===== config.mk =====
export PLATFORM = sky130hd
export DESIGN_NAME = relocWindowDec
export DESIGN_NICKNAME = d
export VERILOG_FILES = /design/src/rtl/relocWindowDecPkg.sv /design/src/rtl/relocWindowCtrl.sv /design/src/rtl/relocWindowPath.sv /design/src/rtl/relocWindowDec.sv
export SDC_FILE = /design/constraint.sdc
export NUM_CORES = 1
export LEC_CHECK = 0
export BUFFER_PORTS_ARGS = -buffer_cell sky130_fd_sc_hd__buf_4
export CAP_MARGIN = 20
export CELL_PAD_IN_SITES_DETAIL_PLACEMENT = 1
export CELL_PAD_IN_SITES_GLOBAL_PLACEMENT = 2
export CORE_AREA = 8 8 119 77
export DETAILED_ROUTE_END_ITERATION = 8
export DIE_AREA = 0 0 127 85
export PLACE_DENSITY_LB_ADDON = 0.1
export SLEW_MARGIN = 15
export SYNTH_ARGS = -nofsm -noshare
export SYNTH_HDL_FRONTEND = slang
export SYNTH_SLANG_ARGS = --single-unit

===== constraint.sdc =====
create_clock -name clk -period 2.8 [get_ports clk]
set_input_delay 0 -clock clk [delete_from_list [all_inputs] [get_ports clk]]
set_output_delay 0 -clock clk [all_outputs]
set_load 0.02 [all_outputs]

===== src/rtl/relocWindowDecPkg.sv =====
package relocWindowDecPkg;
  typedef struct packed {
    logic loadShadow;
    logic writeBase;
    logic baseReady;
  } ctrlStrobes_t;
endpackage


===== src/rtl/relocWindowCtrl.sv =====
module relocWindowCtrl
  import relocWindowDecPkg::*;
(
  input  logic         clk,
  input  logic         rstN,
  input  logic         baseWrEn,
  output ctrlStrobes_t strobes
);
  logic loadPending;
  logic ready;

  always_ff @(posedge clk or negedge rstN) begin
    if (!rstN) begin
      loadPending <= 1'b1;
      ready       <= 1'b0;
    end else if (loadPending) begin
      loadPending <= 1'b0;
      ready       <= 1'b1;
    end
  end

  always_comb begin
    strobes.loadShadow = loadPending;
    strobes.writeBase  = baseWrEn & ~loadPending;
    strobes.baseReady  = ready;
  end

  p_load_once_r2: assert property (@(posedge clk) disable iff (!rstN)
    strobes.loadShadow |=> !strobes.loadShadow && strobes.baseReady);
  p_no_write_on_load_r2: assert property (@(posedge clk) disable iff (!rstN)
    !(strobes.loadShadow && strobes.writeBase));
endmodule


===== src/rtl/relocWindowPath.sv =====
module relocWindowPath
  import relocWindowDecPkg::*;
#(
  parameter int ADDR_W      = 24,
  parameter int ARRAY_BYTES = 16384,
  parameter int ALIGN_BITS  = 11,
  parameter int MIRROR_BIT  = 19,
  localparam int OFF_W      = $clog2(ARRAY_BYTES),
  localparam int TOP_W      = ADDR_W - ALIGN_BITS
) (
  input  logic              clk,
  input  logic              rstN,
  input  ctrlStrobes_t      strobes,
  input  logic [ADDR_W-1:0] shadowBase,
  input  logic [ADDR_W-1:0] baseWrData,
  input  logic [ADDR_W-1:0] busAddr,
  input  logic              busValid,
  input  logic              regBlockHit,
  output logic              outValid,
  output logic              arraySel,
  output logic [OFF_W-1:0]  arrayOffset,
  output logic              ignoredAccess
);
  localparam logic [ADDR_W-1:0] SIZE_V = ADDR_W'(ARRAY_BYTES);

  logic [TOP_W-1:0]  baseTop;
  logic [ADDR_W-1:0] baseFull;
  logic [ADDR_W-1:0] effAddr;
  logic [ADDR_W-1:0] diff;
  logic              baseReachable;
  logic              windowHit;

  // base register, upper bits only (alignment)
  always_ff @(posedge clk or negedge rstN) begin
    if (!rstN)                    baseTop <= '0;
    else if (strobes.loadShadow)  baseTop <= shadowBase[ADDR_W-1:ALIGN_BITS];
    else if (strobes.writeBase)   baseTop <= baseWrData[ADDR_W-1:ALIGN_BITS];
  end

  assign baseFull = {baseTop, {ALIGN_BITS{1'b0}}};

  // mirror upper address bits from MIRROR_BIT
  genvar gi;
  generate
    for (gi = 0; gi < ADDR_W; gi++) begin : g_mirror
      if (gi > MIRROR_BIT) begin : g_up
        assign effAddr[gi] = busAddr[MIRROR_BIT];
      end else begin : g_low
        assign effAddr[gi] = busAddr[gi];
      end
    end
  endgenerate

  assign baseReachable = (&baseFull[ADDR_W-1:MIRROR_BIT]) | ~(|baseFull[ADDR_W-1:MIRROR_BIT]);
  assign diff          = effAddr - baseFull;
  assign windowHit     = busValid & strobes.baseReady & baseReachable &
                         (effAddr >= baseFull) & (diff < SIZE_V);

  always_ff @(posedge clk or negedge rstN) begin
    if (!rstN) begin
      outValid      <= 1'b0;
      arraySel      <= 1'b0;
      arrayOffset   <= '0;
      ignoredAccess <= 1'b0;
    end else begin
      outValid      <= busValid;
      arraySel      <= windowHit & ~regBlockHit;
      arrayOffset   <= diff[OFF_W-1:0];
      ignoredAccess <= windowHit & regBlockHit;
    end
  end

  p_sel_excl_ignored_r8: assert property (@(posedge clk) disable iff (!rstN)
    !(arraySel && ignoredAccess));
  p_reg_priority_r8: assert property (@(posedge clk) disable iff (!rstN)
    regBlockHit |=> !arraySel);
  p_valid_follow_r10: assert property (@(posedge clk) disable iff (!rstN)
    busValid |=> outValid);
  p_idle_quiet_r10: assert property (@(posedge clk) disable iff (!rstN)
    !busValid |=> !outValid && !arraySel && !ignoredAccess);
  p_unreachable_r7: assert property (@(posedge clk) disable iff (!rstN)
    !baseReachable |=> !arraySel);
  p_no_sel_on_load_r2: assert property (@(posedge clk) disable iff (!rstN)
    strobes.loadShadow |=> !arraySel && !ignoredAccess);
endmodule


===== src/rtl/relocWindowDec.sv =====
module relocWindowDec
  import relocWindowDecPkg::*;
#(
  parameter int ADDR_W      = 24,
  parameter int ARRAY_BYTES = 16384,
  parameter int ALIGN_BITS  = 11,
  parameter int MIRROR_BIT  = 19,
  localparam int OFF_W      = $clog2(ARRAY_BYTES)
) (
  input  logic              clk,
  input  logic              rstN,
  input  logic [ADDR_W-1:0] shadowBase,
  input  logic              baseWrEn,
  input  logic [ADDR_W-1:0] baseWrData,
  input  logic [ADDR_W-1:0] busAddr,
  input  logic              busValid,
  input  logic              regBlockHit,
  output logic              outValid,
  output logic              arraySel,
  output logic [OFF_W-1:0]  arrayOffset,
  output logic              ignoredAccess
);
  ctrlStrobes_t strobes;

  relocWindowCtrl i_ctrl (
    .clk      (clk),
    .rstN     (rstN),
    .baseWrEn (baseWrEn),
    .strobes  (strobes)
  );

  relocWindowPath #(
    .ADDR_W      (ADDR_W),
    .ARRAY_BYTES (ARRAY_BYTES),
    .ALIGN_BITS  (ALIGN_BITS),
    .MIRROR_BIT  (MIRROR_BIT)
  ) i_path (
    .clk           (clk),
    .rstN          (rstN),
    .strobes       (strobes),
    .shadowBase    (shadowBase),
    .baseWrData    (baseWrData),
    .busAddr       (busAddr),
    .busValid      (busValid),
    .regBlockHit   (regBlockHit),
    .outValid      (outValid),
    .arraySel      (arraySel),
    .arrayOffset   (arrayOffset),
    .ignoredAccess (ignoredAccess)
  );
endmodule


-- Yosys cells after proc, flatten, opt, wreduce, memory -nomap -nowiden
Index checks and enable logic that the tools add are counted.
- flip-flop bits (word level): 32
- add/subtract/negate cells: 1
- muxes and demuxes: 2
- reductions and logical operators: 3
- order comparisons: 2
- bitwise logic cells: 11
- operators by type and width (kind ; count):
    13-bit 2-to-1 mux ; 2
    24-bit >= comparator ; 1
    24-bit by 15-bit less-than comparator with 1-bit output, second input constant ; 1
    24-bit subtractor ; 1
    1-bit bitwise AND ; 7
    5-bit AND reduction ; 1
    5-bit OR reduction ; 1
    1-bit inverter ; 3
    2-bit nonzero test ; 1
    1-bit bitwise OR ; 1

-- Longest topological paths before layout
- depth after elaboration: 7
- depth in mapped cells: 9

-- By module
Synthesis repeated with hierarchy kept, for this count alone.
- cells, all modules: 193
- area total of the unflattened synthesis: 1903.1 µm²
- modules (own cells, without submodules) (module ; times used ; seq. area each (µm²) ; cells an instance ; area an instance (µm²)):
    relocWindowPath ; 1 ; 750.7 ; 186 ; 1818.0
    relocWindowCtrl ; 1 ; 51.3 ; 7 ; 85.1

-- Least setup slack after synthesis
Ideal clock, no wire load.
- path kind: register to register
- start point: register i_path.baseTop[2]
- end point: register i_path.arraySel
- path slack: 0.661 ns
- cell stages (with the launch flop): 9
- data arrival time: 2.039 ns
- period minus slack after synthesis: 2.139 ns
- required time: 2.699 ns
- cell sequence: dfrtp_1 inv_1 ha_1 nor2b_4 o2111a_2 or4_4 a221oi_2 nand4_1 nor4_1
- longest elaborated chain between the ends: 4
- RTL lines (element ; RTL line ; RTL):
    start: declaration ; relocWindowPath.sv:26 ; logic [TOP_W-1:0] baseTop;
    start signal: assignment ; relocWindowPath.sv:36 ; else if (strobes.loadShadow) baseTop <= shadowBase[ADDR_W-1:ALIGN_BITS];
    start signal: assignment ; relocWindowPath.sv:37 ; else if (strobes.writeBase) baseTop <= baseWrData[ADDR_W-1:ALIGN_BITS];
    24-bit subtractor / 24-bit >= comparator (equally long branches) ; relocWindowPath.sv:55, relocWindowPath.sv:57 ;
    24-bit by 15-bit less-than comparator with 1-bit output / 1-bit bitwise AND (equally long branches) ; relocWindowPath.sv:57, relocWindowPath.sv:56 ;
    1-bit bitwise AND * ; relocWindowPath.sv:57 ; (effAddr >= baseFull) & (diff < SIZE_V);
    1-bit bitwise AND * ; relocWindowPath.sv:67 ; arraySel <= windowHit & ~regBlockHit;
    end signal: assignment ; relocWindowPath.sv:67 ;
    end: declaration ; relocWindowPath.sv:20 ; output logic arraySel,
Mark *: on every way between the ends. The rest lies on a longest branch, timed or not.
A chain may end at the register's enable or synchronous reset.

-- Worst setup path in the final report
- start point: register i_path.baseTop[4]
- end point: register i_path.arraySel
The elaborated chain is that of the path after synthesis.

==> reports/metrics.cfg <==
[run_status]
status = finished clean

[power_and_ir_drop]
leakage_uw = 0.00139
cellPowerDensity_nw_per_um2 = 558
p_switching_uw = 427
p_int_uw = 1170
power_frac_comb_pct = 25.7
p_clk_share_pct = 41.7
pwr-share-seq_pct = 32.6
irDropWorstVdd_mv = 0.335
p_sw_share_pct = 26.7

[floorplan]
dieHeight_um = 85
dieArea_um2 = 10800
start_util_pct = 24.0
fp-row-count = 25
die_x_um = 127
core-area_um2 = 7510
pin_count = 94

[synthesis]
seq_area_frac_synth_pct = 44.5
syn_nets = 275
ys_ff_latch = 32
yosys-top-cells-count = dfrtp_1, nand2_1, o21ai_0
synth_area_per_cell_um2 = 9.81
synth_edf_count = 0
postSynthCellCount = 184
yosysTopAreaCell = dfrtp_1
yosys_warnings = 0
synth_area_leaders = dfrtp_1, ha_1, mux2i_1
syn_area_um2 = 1800
yosysMostFrequentCell = dfrtp_1
yosysUniqueCellTypes = 41
synthArstFlopShare_pct = 100
synth_top_cell_area_share_pct = 43.0
ys.flop_type = dfrtp_1

[setup_path]
slowest_delay_ns = 0.49
regToRegSetupSlack_ns = 0.28
crit_start = i_path.baseTop[4]
ff2ff_path_depth = 8
end_kind = register
crit_type = reg2reg
start_kind = register
worstPathArrival_ns = 2.69
rr_startpoint = i_path.baseTop[4]
worstPathCellList = inv_1 -> ha_1 -> a21oi_1 -> nor2b_1 -> or4_4 -> a221oi_2 -> nand4_1 -> nor4_1
crit_path_top_delay_cell = or4_4
crit_end = i_path.arraySel
crit_fanout = 5
r2r_end = i_path.arraySel
required_ns = 2.97

[grt]
antenna_found_initial = 0
grtUsageMet3_pct = 3.75
gr-usage-all-layers_pct = 11.2
grt_start_max_net_pins = 33
grt_overflow = 0
grt_pass1_vias = 1805
grt_use_met2_pct = 17.1
grt_pass1_wl_um = 9490
grt_busiest_layer = met2
grt_use_met1_pct = 14.8

[clocking]
clockBufferDepth = 2
cts_tree = done
root_buffer = clkbuf_16
clkSinkCount = 32
cts_setup_buffers = 0
clkSlewWorstSetupHoldPaths_ns = 0.06
htreeDepth = 2
cts_buffers = 5
clkLatencyLatePin_ns = 0.28

[detailed_routing]
wl_per_cell_um = 15.7
drc = 0
viasPerCell = 4.47
num_vias = 1680
dr.first_iter.drc_count = 39
drt_wl_total_um = 5910
drtPass1Iterations = 4
ant_nets = 0

[finish]
post-route-util_pct = 38.2
layout.cells.non_filler = 376
syn2layout_area_growth_pct = 58.9
nNetsFinal = 372
nFillCells = 871
antenna_cells = 0
drive_gt1_share_pct = 29.4

[place]
place_inst = 341
dpl.hpwl_um = 4550
gp_congestion = 0.736
port-buffer-count = 67

[timing]
skew_ns = 0.00497
rsz0062_at_grt = no
max_freq_ghz = 0.397
period_needed_ns = 2.52
worst_hold_slack_ns = 0.0199
finalHoldViolations = 0
slew_viol_final = 0
setup_violations = 0
fin_setup_tns_ns = 0
finalCritPeriodShare_pct = 90.0

[run]
maxCapViolCount = 0

[worst_hold_path]
min_delay_path_depth = 3
hold_path_class = in2reg

[layout make-up]
type,count,area [um2],share of cell area (%)
inverters,17,63.8,2.23
repair buffers,95,781,27.2
multi-input cells,130,920,32.1
clock buffers,7,153,5.33
clock inverters,1,30.0,1.05
well taps,94,118,4.10
flip-flops and latches,32,802,28.0
[worst min-delay path by stage]
| stage | startpoint | to | slack, ns |
|---|---|---|---|
| floorplan | rstN | i_ctrl.ready | -0.30 |
| global placement | rstN | i_path.arrayOffset[0] | -0.02 |
| detailed placement | rstN | i_path.arrayOffset[0] | -0.02 |
| CTS | baseWrData[23] | i_path.baseTop[12] | 0.01 |
| global route | baseWrData[20] | i_path.baseTop[9] | 0.04 |
| finish | baseWrData[23] | i_path.baseTop[12] | 0.02 |
[stage by stage]
stage	power (uW)	worst slack [ns]	area [um2]
2_1_floorplan	757	0.661	1800
3_3_place_gp	914	0.251	2410
3_5_place_dp	917	0.282	2410
4_1_cts	1630	0.269	2870
5_1_grt	1700	0.118	2870
6_report	1600	0.281	2870
[cell families (layout without fill, tap and decap cells)]
group / after synthesis / after routing / share of synthesized area (%)
buf+inv: 22 / 120 / 4.58
fa+ha+maj: 14 / 14 / 10.1
xor+xnor: 5 / 5 / 2.43
other cells: 1 / 1 / 0.208
compound gates: 40 / 40 / 14.1
mux: 14 / 14 / 7.77
flops: 32 / 32 / 44.5
simple gates: 56 / 56 / 16.4
[worst max-delay path: cells and delay by family, from the launching register on]
family / cells / cell delay [ns]
AO/OA/AOI/OAI: 2 / 0.62
adder cells (fa/ha/maj): 1 / 0.34
buffers and inverters: 1 / 0.05
flip-flops: 1 / 0.34
AND/OR/NAND/NOR: 4 / 1.06
[per-layer routing]
layer  wire [um]  up-vias
met5           0        -
met4          51        0
met3         310        5
met2        2600       32
met1        2940      799
li1            -      844
[registers in the layout, summed over array words and instances, names as in the netlist]
register,cells
i_ctrl.ready,1
i_path.ignoredAccess,1
i_path.arrayOffset,14
i_path.arraySel,1
i_path.baseTop,13
i_path.outValid,1
i_ctrl.loadPending,1
[repair_timing]
action / 4_1_cts / 5_1_grt
gates resized for setup: 0 / 0
hold buffers: 27 / 0
endpoints found under the hold margin: 57 / 0
[power groups by stage]
stage | logic, uW | clock network [uW] | registers (uW)
after floorplan | 213 | 0 | 544
after global placement | 384 | 0 | 530
after detailed placement | 386 | 0 | 531
after CTS | 418 | 694 | 523
after global routing | 459 | 714 | 528
final | 411 | 667 | 522
[placed cells by master, fill, tap and decap left out, drive strengths merged, types with 2 or more instances in the layout]
cell type | Yosys | final
ha | 13 | 13
and3 | 2 | 2
xnor2 | 3 | 3
nor4 | 2 | 2
o2111ai | 2 | 2
nor2 | 7 | 7
dfrtp | 31 | 31
nand3b | 2 | 2
nand4 | 2 | 2
a21oi | 6 | 6
o21ai | 18 | 18
inv | 17 | 17
nor3 | 2 | 2
nand3 | 6 | 6
a221oi | 2 | 2
a21o | 3 | 3
nor2b | 3 | 3
or3 | 4 | 4
a31oi | 3 | 3
or2 | 2 | 2
clkbuf | 5 | 7
mux2i | 14 | 14
xor2 | 2 | 2
buf | 0 | 68
nand2 | 19 | 19
dlygate4sd3 | 0 | 27
(Power assumes the default switching activity.)
